--- config.mk ---
export PLATFORM = sky130hd
export DESIGN_NAME = pirq_aggregator
export DESIGN_NICKNAME = d
export VERILOG_FILES = /design/src/rtl/pirq_pkg.sv /design/src/rtl/pirq_intx_status.sv /design/src/rtl/pirq_msi_pending.sv /design/src/rtl/pirq_irq_fsm.sv /design/src/rtl/pirq_aggregator.sv
export SDC_FILE = /design/constraint.sdc
export NUM_CORES = 1
export LEC_CHECK = 0
export BUFFER_PORTS_ARGS = -buffer_cell sky130_fd_sc_hd__buf_2
export CORE_MARGIN = 2
export CORE_UTILIZATION = 40
export CTS_BUF_LIST = sky130_fd_sc_hd__clkbuf_4
export CTS_CLUSTER_DIAMETER = 150
export DETAILED_ROUTE_END_ITERATION = 8
export GPL_ROUTABILITY_DRIVEN = 0
export PLACE_DENSITY = 0.6
export SETUP_SLACK_MARGIN = 0.5
export SLEW_MARGIN = 20
export SYNTH_ARGS = -nofsm -noshare
export SYNTH_HDL_FRONTEND = slang
export SYNTH_SLANG_ARGS = --single-unit
--- constraint.sdc ---
create_clock -name clk -period 7.87 [get_ports clk]
set_input_delay 1.574 -clock clk [delete_from_list [all_inputs] [get_ports clk]]
set_output_delay 1.574 -clock clk [all_outputs]
set_load 0.01 [all_outputs]
--- src/rtl/pirq_pkg.sv ---
`timescale 1ns/1ps
package pirq_pkg;
    typedef enum logic {
        IRQ_QUIET  = 1'b0,
        IRQ_RAISED = 1'b1
    } irq_state_e;
endpackage

--- src/rtl/pirq_intx_status.sv ---
`timescale 1ns/1ps
module pirq_intx_status #(
    parameter int NUM_INTX = 4
) (
    input  logic                clk,
    input  logic                rst_n,
    input  logic [NUM_INTX-1:0] intx_lvl,
    input  logic                cfg_done,
    input  logic                clr_done,
    output logic [NUM_INTX:0]   sts_q,
    output logic [NUM_INTX:0]   sts_next,
    output logic                intx_evt
);
    logic done_next;

    // Set wins over a same-cycle software clear
    assign done_next = (sts_q[NUM_INTX] & ~clr_done) | cfg_done;
    assign sts_next  = {done_next, intx_lvl};
    assign intx_evt  = (intx_lvl != sts_q[NUM_INTX-1:0]);

    always_ff @(posedge clk) begin
        if (!rst_n) sts_q <= '0;
        else        sts_q <= sts_next;
    end
endmodule

--- src/rtl/pirq_msi_pending.sv ---
`timescale 1ns/1ps
module pirq_msi_pending #(
    parameter int DW        = 32,
    parameter int MSI_WORDS = 2,
    localparam int BIT_W    = $clog2(DW),
    localparam int WSEL_W   = $clog2(MSI_WORDS),
    localparam int VEC_W    = BIT_W + WSEL_W
) (
    input  logic                    clk,
    input  logic                    rst_n,
    input  logic                    db_hit,
    input  logic [VEC_W-1:0]        db_vec,
    input  logic [MSI_WORDS-1:0]    pend_wr,
    input  logic [DW-1:0]           wdata,
    output logic [MSI_WORDS*DW-1:0] pend_q,
    output logic                    drop_req
);
    logic [MSI_WORDS*DW-1:0] pend_d;
    logic [MSI_WORDS-1:0]    partial;

    for (genvar w = 0; w < MSI_WORDS; w++) begin : g_word
        logic [DW-1:0] set_m;
        logic [DW-1:0] clr_m;
        assign set_m = (db_hit && (db_vec[VEC_W-1:BIT_W] == WSEL_W'(w)))
                     ? (DW'(1) << db_vec[BIT_W-1:0]) : '0;
        assign clr_m = pend_wr[w] ? wdata : '0;
        assign pend_d[w*DW +: DW] = (pend_q[w*DW +: DW] & ~clr_m) | set_m;
        assign partial[w] = pend_wr[w] && (wdata != '0) && (wdata != '1);
    end

    assign drop_req = (|partial) && (pend_d == '0);

    always_ff @(posedge clk) begin
        if (!rst_n) pend_q <= '0;
        else        pend_q <= pend_d;
    end
endmodule

--- src/rtl/pirq_irq_fsm.sv ---
`timescale 1ns/1ps
module pirq_irq_fsm
    import pirq_pkg::*;
(
    input  logic clk,
    input  logic rst_n,
    input  logic db_hit,
    input  logic drop_req,
    input  logic intx_evt,
    input  logic intx_any,
    output logic irq
);
    irq_state_e st_q, st_d;

    always_comb begin
        st_d = st_q;
        unique case (st_q)
            IRQ_QUIET: begin
                if (db_hit)                                   st_d = IRQ_RAISED;
                else if (!drop_req && intx_evt && intx_any)   st_d = IRQ_RAISED;
            end
            IRQ_RAISED: begin
                if (!db_hit && (drop_req || (intx_evt && !intx_any)))
                    st_d = IRQ_QUIET;
            end
            default: st_d = IRQ_QUIET;
        endcase
    end

    always_ff @(posedge clk) begin
        if (!rst_n) st_q <= IRQ_QUIET;
        else        st_q <= st_d;
    end

    always_comb irq = (st_q == IRQ_RAISED);
endmodule

--- src/rtl/pirq_aggregator.sv ---
`timescale 1ns/1ps
module pirq_aggregator #(
    parameter int DW         = 32,
    parameter int NUM_INTX   = 4,
    parameter int MSI_WORDS  = 2,
    localparam int BE_W      = DW / 8,
    localparam int ADDR_W    = $clog2(2 + 2 * MSI_WORDS)
) (
    input  logic                clk,
    input  logic                rst_n,
    input  logic [NUM_INTX-1:0] intx_lvl,
    input  logic                cfg_done,
    input  logic                db_valid,
    input  logic [BE_W-1:0]     db_be,
    input  logic [DW-1:0]       db_data,
    input  logic                reg_wr,
    input  logic [ADDR_W-1:0]   reg_addr,
    input  logic [DW-1:0]       reg_wdata,
    output logic [DW-1:0]       reg_rdata,
    output logic                irq
);
    localparam int BIT_W     = $clog2(DW);
    localparam int WSEL_W    = $clog2(MSI_WORDS);
    localparam int VEC_W     = BIT_W + WSEL_W;
    localparam int ST_W      = NUM_INTX + 1;
    localparam int EN_BASE   = 2;
    localparam int PEND_BASE = EN_BASE + MSI_WORDS;

    logic                    db_hit;
    logic                    wr_int_en;
    logic                    wr_int_sts;
    logic [MSI_WORDS-1:0]    wr_msi_en;
    logic [MSI_WORDS-1:0]    wr_msi_pend;
    logic [ST_W-1:0]         int_en_q;
    logic [ST_W-1:0]         int_sts;
    logic [ST_W-1:0]         int_sts_next;
    logic                    intx_evt;
    logic                    intx_any;
    logic [MSI_WORDS*DW-1:0] msi_pend;
    logic                    drop_req;
    logic [DW-1:0]           msi_en_q [MSI_WORDS];

    assign db_hit = db_valid && (&db_be) && (db_data[DW-1:VEC_W] == '0)
                 && (int'(db_data[VEC_W-1:BIT_W]) < MSI_WORDS);

    assign wr_int_en  = reg_wr && (reg_addr == ADDR_W'(0));
    assign wr_int_sts = reg_wr && (reg_addr == ADDR_W'(1));

    for (genvar w = 0; w < MSI_WORDS; w++) begin : g_msi_en
        assign wr_msi_en[w]   = reg_wr && (reg_addr == ADDR_W'(EN_BASE + w));
        assign wr_msi_pend[w] = reg_wr && (reg_addr == ADDR_W'(PEND_BASE + w));
        always_ff @(posedge clk) begin
            if (!rst_n)            msi_en_q[w] <= '0;
            else if (wr_msi_en[w]) msi_en_q[w] <= reg_wdata;
        end
    end

    always_ff @(posedge clk) begin
        if (!rst_n)         int_en_q <= '0;
        else if (wr_int_en) int_en_q <= reg_wdata[ST_W-1:0];
    end

    pirq_intx_status #(.NUM_INTX(NUM_INTX)) u_intx (
        .clk      (clk),
        .rst_n    (rst_n),
        .intx_lvl (intx_lvl),
        .cfg_done (cfg_done),
        .clr_done (wr_int_sts && reg_wdata[NUM_INTX]),
        .sts_q    (int_sts),
        .sts_next (int_sts_next),
        .intx_evt (intx_evt)
    );

    assign intx_any = |(int_sts_next & int_en_q);

    pirq_msi_pending #(.DW(DW), .MSI_WORDS(MSI_WORDS)) u_msi (
        .clk      (clk),
        .rst_n    (rst_n),
        .db_hit   (db_hit),
        .db_vec   (db_data[VEC_W-1:0]),
        .pend_wr  (wr_msi_pend),
        .wdata    (reg_wdata),
        .pend_q   (msi_pend),
        .drop_req (drop_req)
    );

    pirq_irq_fsm u_fsm (
        .clk      (clk),
        .rst_n    (rst_n),
        .db_hit   (db_hit),
        .drop_req (drop_req),
        .intx_evt (intx_evt),
        .intx_any (intx_any),
        .irq      (irq)
    );

    always_comb begin
        reg_rdata = '0;
        if (reg_addr == ADDR_W'(0)) reg_rdata = DW'(int_en_q);
        if (reg_addr == ADDR_W'(1)) reg_rdata = DW'(int_sts);
        for (int w = 0; w < MSI_WORDS; w++) begin
            if (reg_addr == ADDR_W'(EN_BASE + w))   reg_rdata = msi_en_q[w];
            if (reg_addr == ADDR_W'(PEND_BASE + w)) reg_rdata = msi_pend[w*DW +: DW];
        end
    end
endmodule

# --- After elaboration in Yosys (flattened, before gate mapping) ---
# Memories as Yosys holds them, arrays and structs flattened.
# Index checks and enable logic that the tools add are counted.
op_classes:
  eq_ne: 7
  shifts: 1
  n_mux: 23
  bitwise_logic: 14
  n_reduce_logical: 31
op_table:
  columns: ["operator", "n"]
  rows:
  - ["32-bit 2-to-1 mux", 11]
  - ["32-bit bitwise AND", 2]
  - ["64-bit zero test", 1]
  - ["32-bit NOT", 2]
  - ["32-bit bitwise OR", 2]
  - ["32-bit != test, second input constant", 1]
  - ["32-bit nonzero test", 1]
  - ["1-bit by 5-bit left shift with 32-bit output, first input constant", 1]
  - ["26-bit zero test", 1]
  - ["1-bit logical AND", 20]
  - ["1-bit 2-to-1 mux", 10]
  - ["3-bit by 2-bit equality test with 1-bit output, second input constant", 2]
  - ["3-bit equality test, second input constant", 2]
  - ["5-bit bitwise AND", 1]
  - ["5-bit 2-to-1 mux", 1]
  - ["5-bit OR reduction", 1]
  - ["4-bit != test", 1]
  - ["4-bit AND reduction", 1]
  - ["3-bit by 1-bit equality test with 1-bit output, second input constant", 1]
  - ["1-bit zero test", 3]
  - ["3-bit zero test", 1]
  - ["1-bit NOT", 3]
  - ["1-bit bitwise OR", 3]
  - ["1-bit one-hot mux with 2 select lines", 1]
  - ["3 further kinds", 3]
word_totals:
  register_bits: 75
  mem_bits_rw: 64
  in_bits: 80
  output_inout_bits: 33
  elab_cells: 81
  memories: 1
memory_table:
  columns: ["memory", "depth", "width", "rd", "rd_clocked_by_memory_dff", "wr", "line", "source"]
  rows:
  - ["msi_en_q", 2, 32, 2, 0, 2, "pirq_aggregator.sv:41", "logic [DW-1:0] msi_en_q [MSI_WORDS];"]

# --- Longest topological paths before layout ---
# Gate-level depths: netlist of the first run.
logic_depth:
  word_depth: 14
  ltp_mapped: 9
  mapped_depth_nobuf: 7

# --- Modules after synthesis ---
# A second synthesis of the first run with hierarchy kept.
hier_totals:
  hier_cells: 736
  area_unflattened_um2: 7350.8
modules_own_cells:
  columns: ["module", "instances", "cells_per_inst", "area_per_inst_um2", "seq_area_each_um2"]
  rows:
  - ["pirq_aggregator", 1, 309, 3789.9, 2021.9]
  - ["pirq_msi_pending", 1, 400, 3284.4, 1281.2]
  - ["pirq_intx_status", 1, 22, 231.5, 100.1]
  - ["pirq_irq_fsm", 1, 5, 45.0, 20.0]

# --- Worst setup path before layout of the first run ---
# Ideal clock, no wire load.
synth_timing:
  path_kind: "input -> register"
  startpoint: "in reg_addr[0]"
  endpoint: "mem msi_en_q[1][0], enable pin"
  setup_time_ns: 0.466
  arrival_ns: 4.627
  t_required_ns: 7.404
  slack_ns: 2.778
  cell_stages: 5
  path_buffers: 3
  cell_sequence: "clkbuf_2 buf_2 nand2_1 clkbuf_1 o21ai_0"
synth_lines:
  columns: ["element", "line", "source"]
  rows:
  - ["start, declared", "pirq_aggregator.sv:17", "input logic [ADDR_W-1:0] reg_addr,"]
  - ["end, declared", "pirq_aggregator.sv:41", null]

# --- Final worst setup path of the first run ---
layout_timing:
  startpoint: "in reg_addr[0]"
  endpoint: "out reg_rdata[25]"
layout_between:
  elab_chain_len: 5
  word_cells_on_any_way: 8
  cone_classes: "eq/ne (4); mux (4)"
layout_lines:
  columns: ["element", "line", "source"]
  rows:
  - ["3-bit by 2-bit equality test with 1-bit output", "pirq_aggregator.sv:102", "if (reg_addr == ADDR_W'(EN_BASE + w)) reg_rdata = msi_en_q[w];"]
  - ["32-bit 2-to-1 mux", "pirq_aggregator.sv:102", null]
  - ["32-bit 2-to-1 mux", "pirq_aggregator.sv:103", "if (reg_addr == ADDR_W'(PEND_BASE + w)) reg_rdata = msi_pend[w*DW +: DW];"]
  - ["32-bit 2-to-1 mux", "pirq_aggregator.sv:102", null]
  - ["32-bit 2-to-1 mux *", "pirq_aggregator.sv:103", null]
  - ["end, declared", "pirq_aggregator.sv:19", "output logic [DW-1:0] reg_rdata,"]
# Mark *: on every way between the ends. The rest lies on a longest branch, timed or not.

==> impl_metrics.json, run 1 <==
{
  "outcome": "finished, final reports clean",
  "grt_max_degree": 70,
  "cts_setup_buffers": 0,
  "cts_resized": 0,
  "yosys.area_share.xor_xnor": 0.006061,
  "syn_area_mm2": 0.007226,
  "slowest_stage": "buf_4",
  "die_w_um": 138.4,
  "cts_inserted_buffers": 17,
  "clock_sinks": 139,
  "dp_cells": 1065,
  "core_mm2": 0.01784,
  "rsz0062_at_grt": "false",
  "crit_chain": "buf_4 > buf_4 > mux2i_1 > o22ai_1 > buf_2",
  "synth_warnings": 0,
  "drive_gt1_frac": 0.1959,
  "syn-num-nets": 854,
  "clk_pin_slew_worst_paths_ns": 0.11,
  "grt-ovfl-total": 0,
  "synthFlopType": "dfxtp_1",
  "chipHeight_um": 138.4,
  "pin_count": 113,
  "design_power_total_mw": 1.437,
  "start_util": 0.4050,
  "synth_edf_count": 64,
  "use_met2": 0.3689,
  "r2r-start": "u_msi.pend_q[19]$_SDFF_PN0_",
  "synth-simple-area-share": 0.2234,
  "htreeDepth": 4,
  "finClkSkew_ns": 0.02520,
  "vias_per_cell": 6.023,
  "floorplan.rows": 49,
  "hold_viol_final": 0,
  "cap_violations": 0,
  "cts_tree": "built",
  "cp.arrival_ns": 3.42,
  "hold_buffers": 0,
  "busiest_layer": "met1",
  "ir_drop_mv": 0.07405,
  "synth-async-reset-ratio": 0,
  "fin_hold_ws_ns": 0.5033,
  "fin_nets": 935,
  "dr.pass1.iters": 6,
  "crit_family": "buffers and inverters",
  "slew_headroom": 0.2753,
  "vias": 6619,
  "seq_area_frac_synth": 0.4738,
  "port_buffers": 112,
  "crit_fanout": 57,
  "timing.final.max_slew_violations": 0,
  "cts_buffer_depth": 2,
  "root_buffer": "clkbuf_4",
  "min_period_over_period": 0.6351,
  "die-area_mm2": 0.01916,
  "ys_types": 55,
  "grtUsageTotal": 0.2524,
  "muxShareOfSynthArea": 0.09870,
  "tightest_slew_ns": 1.087,
  "path_class": "input port to primary output",
  "utilization": 0.4589,
  "period_needed_ns": 4.998,
  "wl_mm": 24.64,
  "setup_viol_count_final": 0,
  "synth_seq_cells": 139,
  "grt_pass1_vias": 6202,
  "critical_path.startpoint": "reg_addr[0]",
  "drc": 0,
  "cellLeakagePower_nw": 3.116,
  "min_path_type": "register to register",
  "cp_slowest_stage_delay_ns": 0.78,
  "hold_start": "u_msi.pend_q[18]$_SDFF_PN0_",
  "worstPathBufferInverterCount": 3,
  "use_met3": 0.04503,
  "ant_nets": 0,
  "antenna_found_initial": 2,
  "stdcell_count": 1099,
  "synth_top_family_by_area": "simple AND/OR/NAND/NOR gates",
  "wire_per_inst_um": 22.42,
  "netlist_instances": 774,
  "cp-start-kind": "input port",
  "setup-tns-final_ns": 0,
  "grt_pass1_wl_mm": 37.34,
  "end_kind": "primary output",
  "power_density_mw_per_mm2": 175.5,
  "dp_hpwl_mm": 17.86,
  "met1_usage": 0.3793,
  "dr.first_iter.drc_count": 882,
  "synth_fa_ha_area_frac": 0,
  "clock.fmax_mhz": 200.1,
  "avgSynthCellArea_um2": 9.336,
  "worstPathRequired_ns": 6.30,
  "insertion_delay_ns": 0.55,
  "synth_compound_area_frac": 0.1456,
  "cpMostUsedCell": "buf_4",
  "syn_to_final_growth_pct": 13.30
}
==> worst min-delay path, stage by stage (launching register included) <==
cell and delay (ns):
dfxtp_1 0.34, o21ai_0 0.07, a21oi_1 0.06
==> cells by family after synthesis <==
logic type | after synthesis
AOI/OAI and AO/OA | 172
xor gates and xnor gates | 5
DFF | 139
muxes | 70
buffers and inverters | 87
and+or+nand+nor | 301
==> report_power, final <==
part | internal, mW | switching, mW
Sequential | 0.779 | 0.00749
Clock | 0.199 | 0.281
Combinational | 0.0555 | 0.115
Total | 1.03 | 0.404
==> area by class of cell <==
| type | instances | area [um^2] |
|---|---|---|
| sequential | 139 | 3423 |
| timing repair buffer | 124 | 653.1 |
| clock buffer | 19 | 142.6 |
| antenna | 2 | 5.005 |
| tap | 229 | 286.5 |
| clock inverter | 13 | 141.4 |
| inverter | 25 | 93.84 |
| multi-input combinational | 548 | 3441 |
| fill | 1752 | 9654 |
==> per-stage QoR <==
step	setup WS [ns]	area, um^2
finish	2.872	8187
CTS	2.920	8182
global route	2.802	8187
detailed placement	2.924	7898
global placement	2.933	7893
floorplan	2.778	7226
==> placed cells by master (no fill, tap or decap), types with 3 or more instances in the layout <==
| master | instances |
|---|---|
| inv_4 | 3 |
| clkbuf_4 | 19 |
| and2_1 | 29 |
| edfxtp_1 | 64 |
| a21oi_1 | 35 |
| nand3_1 | 16 |
| nand2_1 | 55 |
| buf_4 | 13 |
| a22oi_1 | 7 |
| nand4_1 | 35 |
| nor4_1 | 39 |
| dfxtp_1 | 75 |
| o22ai_1 | 28 |
| a31oi_1 | 19 |
| nor2b_1 | 4 |
| nor3_1 | 29 |
| inv_1 | 24 |
| nor2_1 | 60 |
| nand2b_1 | 10 |
| clkinv_4 | 4 |
| a21boi_0 | 15 |
| o21a_1 | 7 |
| xnor2_1 | 4 |
| o221ai_1 | 5 |
| nor3_2 | 4 |
| mux2i_1 | 69 |
| o21ai_0 | 43 |
| buf_2 | 111 |
==> state kept, by name, summed over array words and instances (netlist names) <==
register and cells:
msi_en_q 64, u_msi.pend_q 64, int_en_q 5, u_intx.sts_q 5, u_fsm.irq 1
==> routing by layer <==
layer  vias to the layer above  share of wire
met5                         -              0
met4                         0          0.023
met3                        41          0.085
met2                       359           0.43
met1                      3149           0.46
li1                       3070              -
==> final timing paths <==
check	slack (ns)	end	cells past startpoint
worst min register to register	0.50	u_msi.pend_q[18]$_SDFF_PN0_	2
worst max-delay path	2.87	reg_rdata[25]	5
worst min-delay path	0.50	u_msi.pend_q[18]$_SDFF_PN0_	2
worst max register to register	5.86	u_fsm.irq$_SDFF_PN0_	7
==> cell usage after synthesis, drive strengths merged, types with 4 or more instances <==
| library cell | count | area [um^2] |
|---|---|---|
| dfxtp | 75 | 1501 |
| inv | 25 | 93.84 |
| a22oi | 7 | 52.55 |
| nand2 | 55 | 206.5 |
| nor4 | 41 | 269.0 |
| nand4 | 35 | 219.0 |
| clkbuf | 39 | 157.6 |
| o22ai | 28 | 175.2 |
| o21ai | 44 | 220.2 |
| nand3 | 16 | 80.08 |
| nor3 | 33 | 180.2 |
| edfxtp | 64 | 1922 |
| buf | 23 | 127.6 |
| and2 | 29 | 181.4 |
| o21a | 7 | 52.55 |
| nor2 | 61 | 229.0 |
| nor2b | 4 | 25.02 |
| xnor2 | 4 | 35.03 |
| nand2b | 10 | 62.56 |
| mux2i | 69 | 690.7 |
| a21oi | 35 | 175.2 |
| a31oi | 19 | 118.9 |
| a21boi | 15 | 112.6 |
| o221ai | 5 | 43.79 |
Power figures use the tool's default switching activity.
==> inputs of run 2 (changes only) <==
--- a/config.mk
+++ b/config.mk
@@ -5,6 +5,7 @@
 export SDC_FILE = /design/constraint.sdc
 export NUM_CORES = 1
 export LEC_CHECK = 0
+export ABC_AREA = 1
 export BUFFER_PORTS_ARGS = -buffer_cell sky130_fd_sc_hd__buf_2
 export CORE_MARGIN = 2
 export CORE_UTILIZATION = 40
==> constraint.sdc (replaced) <==
create_clock -name clk -period 4.7 [get_ports clk]
set_input_delay 0.94 -clock clk [delete_from_list [all_inputs] [get_ports clk]]
set_output_delay 0.94 -clock clk [all_outputs]
set_load 0.01 [all_outputs]
==> impl_metrics.json, run 2 <==
{
  "outcome": "finished, final reports clean",
  "busiest_layer": "met2",
  "crit_fanout": 18,
  "tightest_slew_ns": 0.8276,
  "netlist_instances": 933,
  "dr.first_iter.drc_count": 566,
  "end_kind": "primary output",
  "port_buffers": 112,
  "r2r_slack_ns": 3.37,
  "antenna_found_initial": 3,
  "p_clk_frac": 0.373,
  "p_seq_frac": 0.536,
  "worstPathRequired_ns": 3.76,
  "core_mm2": 0.01718,
  "cts_resized": 0,
  "largestRegisters": "msi_en_q: 64 flops, u_msi.pend_q: 64 flops",
  "timing.final.max_slew_violations": 0,
  "swShare": 0.2525,
  "cap_violations": 0,
  "cts_tree": "built",
  "met1_usage": 0.3219,
  "hold_viol_final": 0,
  "fin_nets": 1110,
  "cts_buffer_depth": 2,
  "setup_ws_ns": 1.159,
  "pre_cts_ws_ns": 1.184,
  "slew_headroom": 0.4465,
  "cp.arrival_ns": 2.60,
  "grt-ovfl-total": 0,
  "pin_count": 113,
  "crit_family": "simple AND/OR/NAND/NOR gates",
  "ys_types": 29,
  "combPwrFrac": 0.092,
  "final.fill_count": 1813,
  "clock.fmax_mhz": 282.4,
  "power_density_mw_per_mm2": 304.4,
  "dp_hpwl_mm": 14.93,
  "synth-async-reset-ratio": 0,
  "syn-num-nets": 1013,
  "cpMostUsedCell": "buf_2",
  "ir_drop_mv": 0.2145,
  "die_w_um": 136.1,
  "hold_buffers": 0,
  "ys_top_cells_by_count": "nand2_1 (184), nor2_1 (175), nand3_1 (90)",
  "r2r-end": "u_fsm.irq$_SDFF_PN0_",
  "insertion_delay_ns": 0.56,
  "syn_area_mm2": 0.006975,
  "setup_viol_count_final": 0,
  "cts_inserted_buffers": 17,
  "use_met2": 0.3967,
  "floorplan.rows": 48,
  "min_to": "int_en_q[2]$_SDFFE_PN0P_",
  "wire_per_inst_um": 17.02,
  "utilization": 0.4705,
  "ant_nets": 0,
  "synth_seq_cells": 139,
  "syn_to_final_growth_pct": 15.86,
  "period_needed_ns": 3.541,
  "p_int_mw": 1.839,
  "grt_pass1_wl_mm": 34.18,
  "avgSynthCellArea_um2": 7.476,
  "final_cell_mix": "nand2_1 (184), nor2_1 (173), buf_2 (112)",
  "synth_top_area_frac": 0.2755,
  "finClkSkew_ns": 0.01181,
  "r2r-start": "u_msi.pend_q[5]$_SDFF_PN0_",
  "yosys-top-cells-area": "edfxtp_1 (28%), dfxtp_1 (22%), nand2_1 (9.9%), nor2_1 (9.4%), nand3_1 (6.5%)",
  "dp_cells": 1236,
  "die-area_mm2": 0.01851,
  "dr.pass1.iters": 6,
  "hold_start": "int_en_q[2]$_SDFFE_PN0P_",
  "grt_max_degree": 42,
  "p_sw_mw": 0.6213,
  "seq_area_frac_synth": 0.4908,
  "grt_pass1_vias": 6435,
  "wl_mm": 21.61,
  "final_common_cell": "nand2_1",
  "crit_chain": "buf_2 > nor3_4 > buf_4 > a221oi_1 > nand3_1 > buf_2",
  "clk_pin_slew_worst_paths_ns": 0.12,
  "setup-tns-final_ns": 0,
  "synth_edf_count": 64,
  "cp-start-kind": "input port",
  "clock_sinks": 139,
  "hold_depth": 2,
  "cts_setup_buffers": 0,
  "use_met3": 0.05667,
  "stdcell_count": 1270,
  "cp_slowest_stage_delay_ns": 0.70,
  "worstPathBufferInverterCount": 3,
  "vias": 6761,
  "rr_worst_depth": 10,
  "path_class": "input port to primary output",
  "rsz0062_at_grt": "false",
  "chipHeight_um": 136.1,
  "start_util": 0.4061,
  "vias_per_cell": 5.324,
  "root_buffer": "clkbuf_4",
  "drive_gt1_frac": 0.1572,
  "drc": 0,
  "cellLeakagePower_nw": 3.614,
  "synthFlopType": "dfxtp_1",
  "htreeDepth": 4,
  "slowest_stage": "nor3_4",
  "synth_warnings": 0,
  "min_path_type": "register to register",
  "fin_hold_ws_ns": 0.4737,
  "synth_most_common_cell": "nand2_1",
  "yosys.area.top_type": "edfxtp_1",
  "grtUsageTotal": 0.2424,
  "min_period_over_period": 0.7535
}
## run 2: cell count changes after synthesis, moves of 39 or more
cell     previous run  this run
inv_1              25        70
mux2i_1            69         0
nand2_1            55       184
nand3_1            16        90
nor2_1             61       175
nor4_1             39         0
o21ai_1             0        54
## run 2: cell families (layout without fill, tap and decap cells)
family                    count (synthesis)  after routing  synth area share
and+or+nand+nor                         493            493            0.2985
AOI/OAI and AO/OA                       168            168            0.1347
DFF                                     139            139            0.4908
buffers and inverters                   129            239           0.07103
xor gates and xnor gates                  4              4          0.005022
other                                     0              2                 0
## run 2: worst max-delay path by stage
stage | endpoint | start | slack (ns) | cells after the start
floorplan | reg_rdata[10] | reg_addr[2] | 1.80 | 6
CTS | reg_rdata[0] | reg_addr[1] | 1.17 | 6
detailed placement | reg_rdata[0] | reg_addr[1] | 1.18 | 6
global placement | reg_rdata[0] | reg_addr[1] | 1.17 | 6
finish | reg_rdata[0] | reg_addr[1] | 1.16 | 6
global route | reg_rdata[0] | reg_addr[1] | 1.06 | 6
## run 2: worst register-to-register path, delay by kind of cell, from the launching register on
family | cells | cell delay [ns]
AND/OR/NAND/NOR | 8 | 0.72
AO/OA/AOI/OAI | 2 | 0.15
flip-flops | 1 | 0.33
## run 2: layout make-up
type	count	area, um^2	area share
repair buffers	126	665.6	0.08237
inverters	81	304.0	0.03762
diodes	2	5.005	0.0006193
well taps	225	281.5	0.03484
multi-input cells	665	3073	0.3802
clock inverters	15	201.4	0.02493
flip-flops and latches	139	3423	0.4236
clock buffers	17	127.6	0.01579
## run 2: power groups by stage
stage | clock [mW] | combinational, mW | sequential, mW
after floorplan | 0 | 0.120 | 1.34
after global placement | 0 | 0.223 | 1.34
after detailed placement | 0 | 0.225 | 1.35
after CTS | 0.928 | 0.226 | 1.32
after global routing | 0.986 | 0.248 | 1.32
final | 0.917 | 0.225 | 1.32
## run 2: per-layer routing
layer / vias to the layer above / share of wire
met1: 3221 / 0.46
li1: 3345 / -
met2: 167 / 0.47
met4: 2 / 0.017
met3: 26 / 0.054
met5: - / 0.00051
## run 2: metrics by stage
step                      area (um^2)  total power [mW]
after floorplan                  6975             1.462
after global placement           7747             1.568
after detailed placement         7747             1.570
after CTS                        8077             2.472
after global routing             8079             2.557
final                            8082             2.460
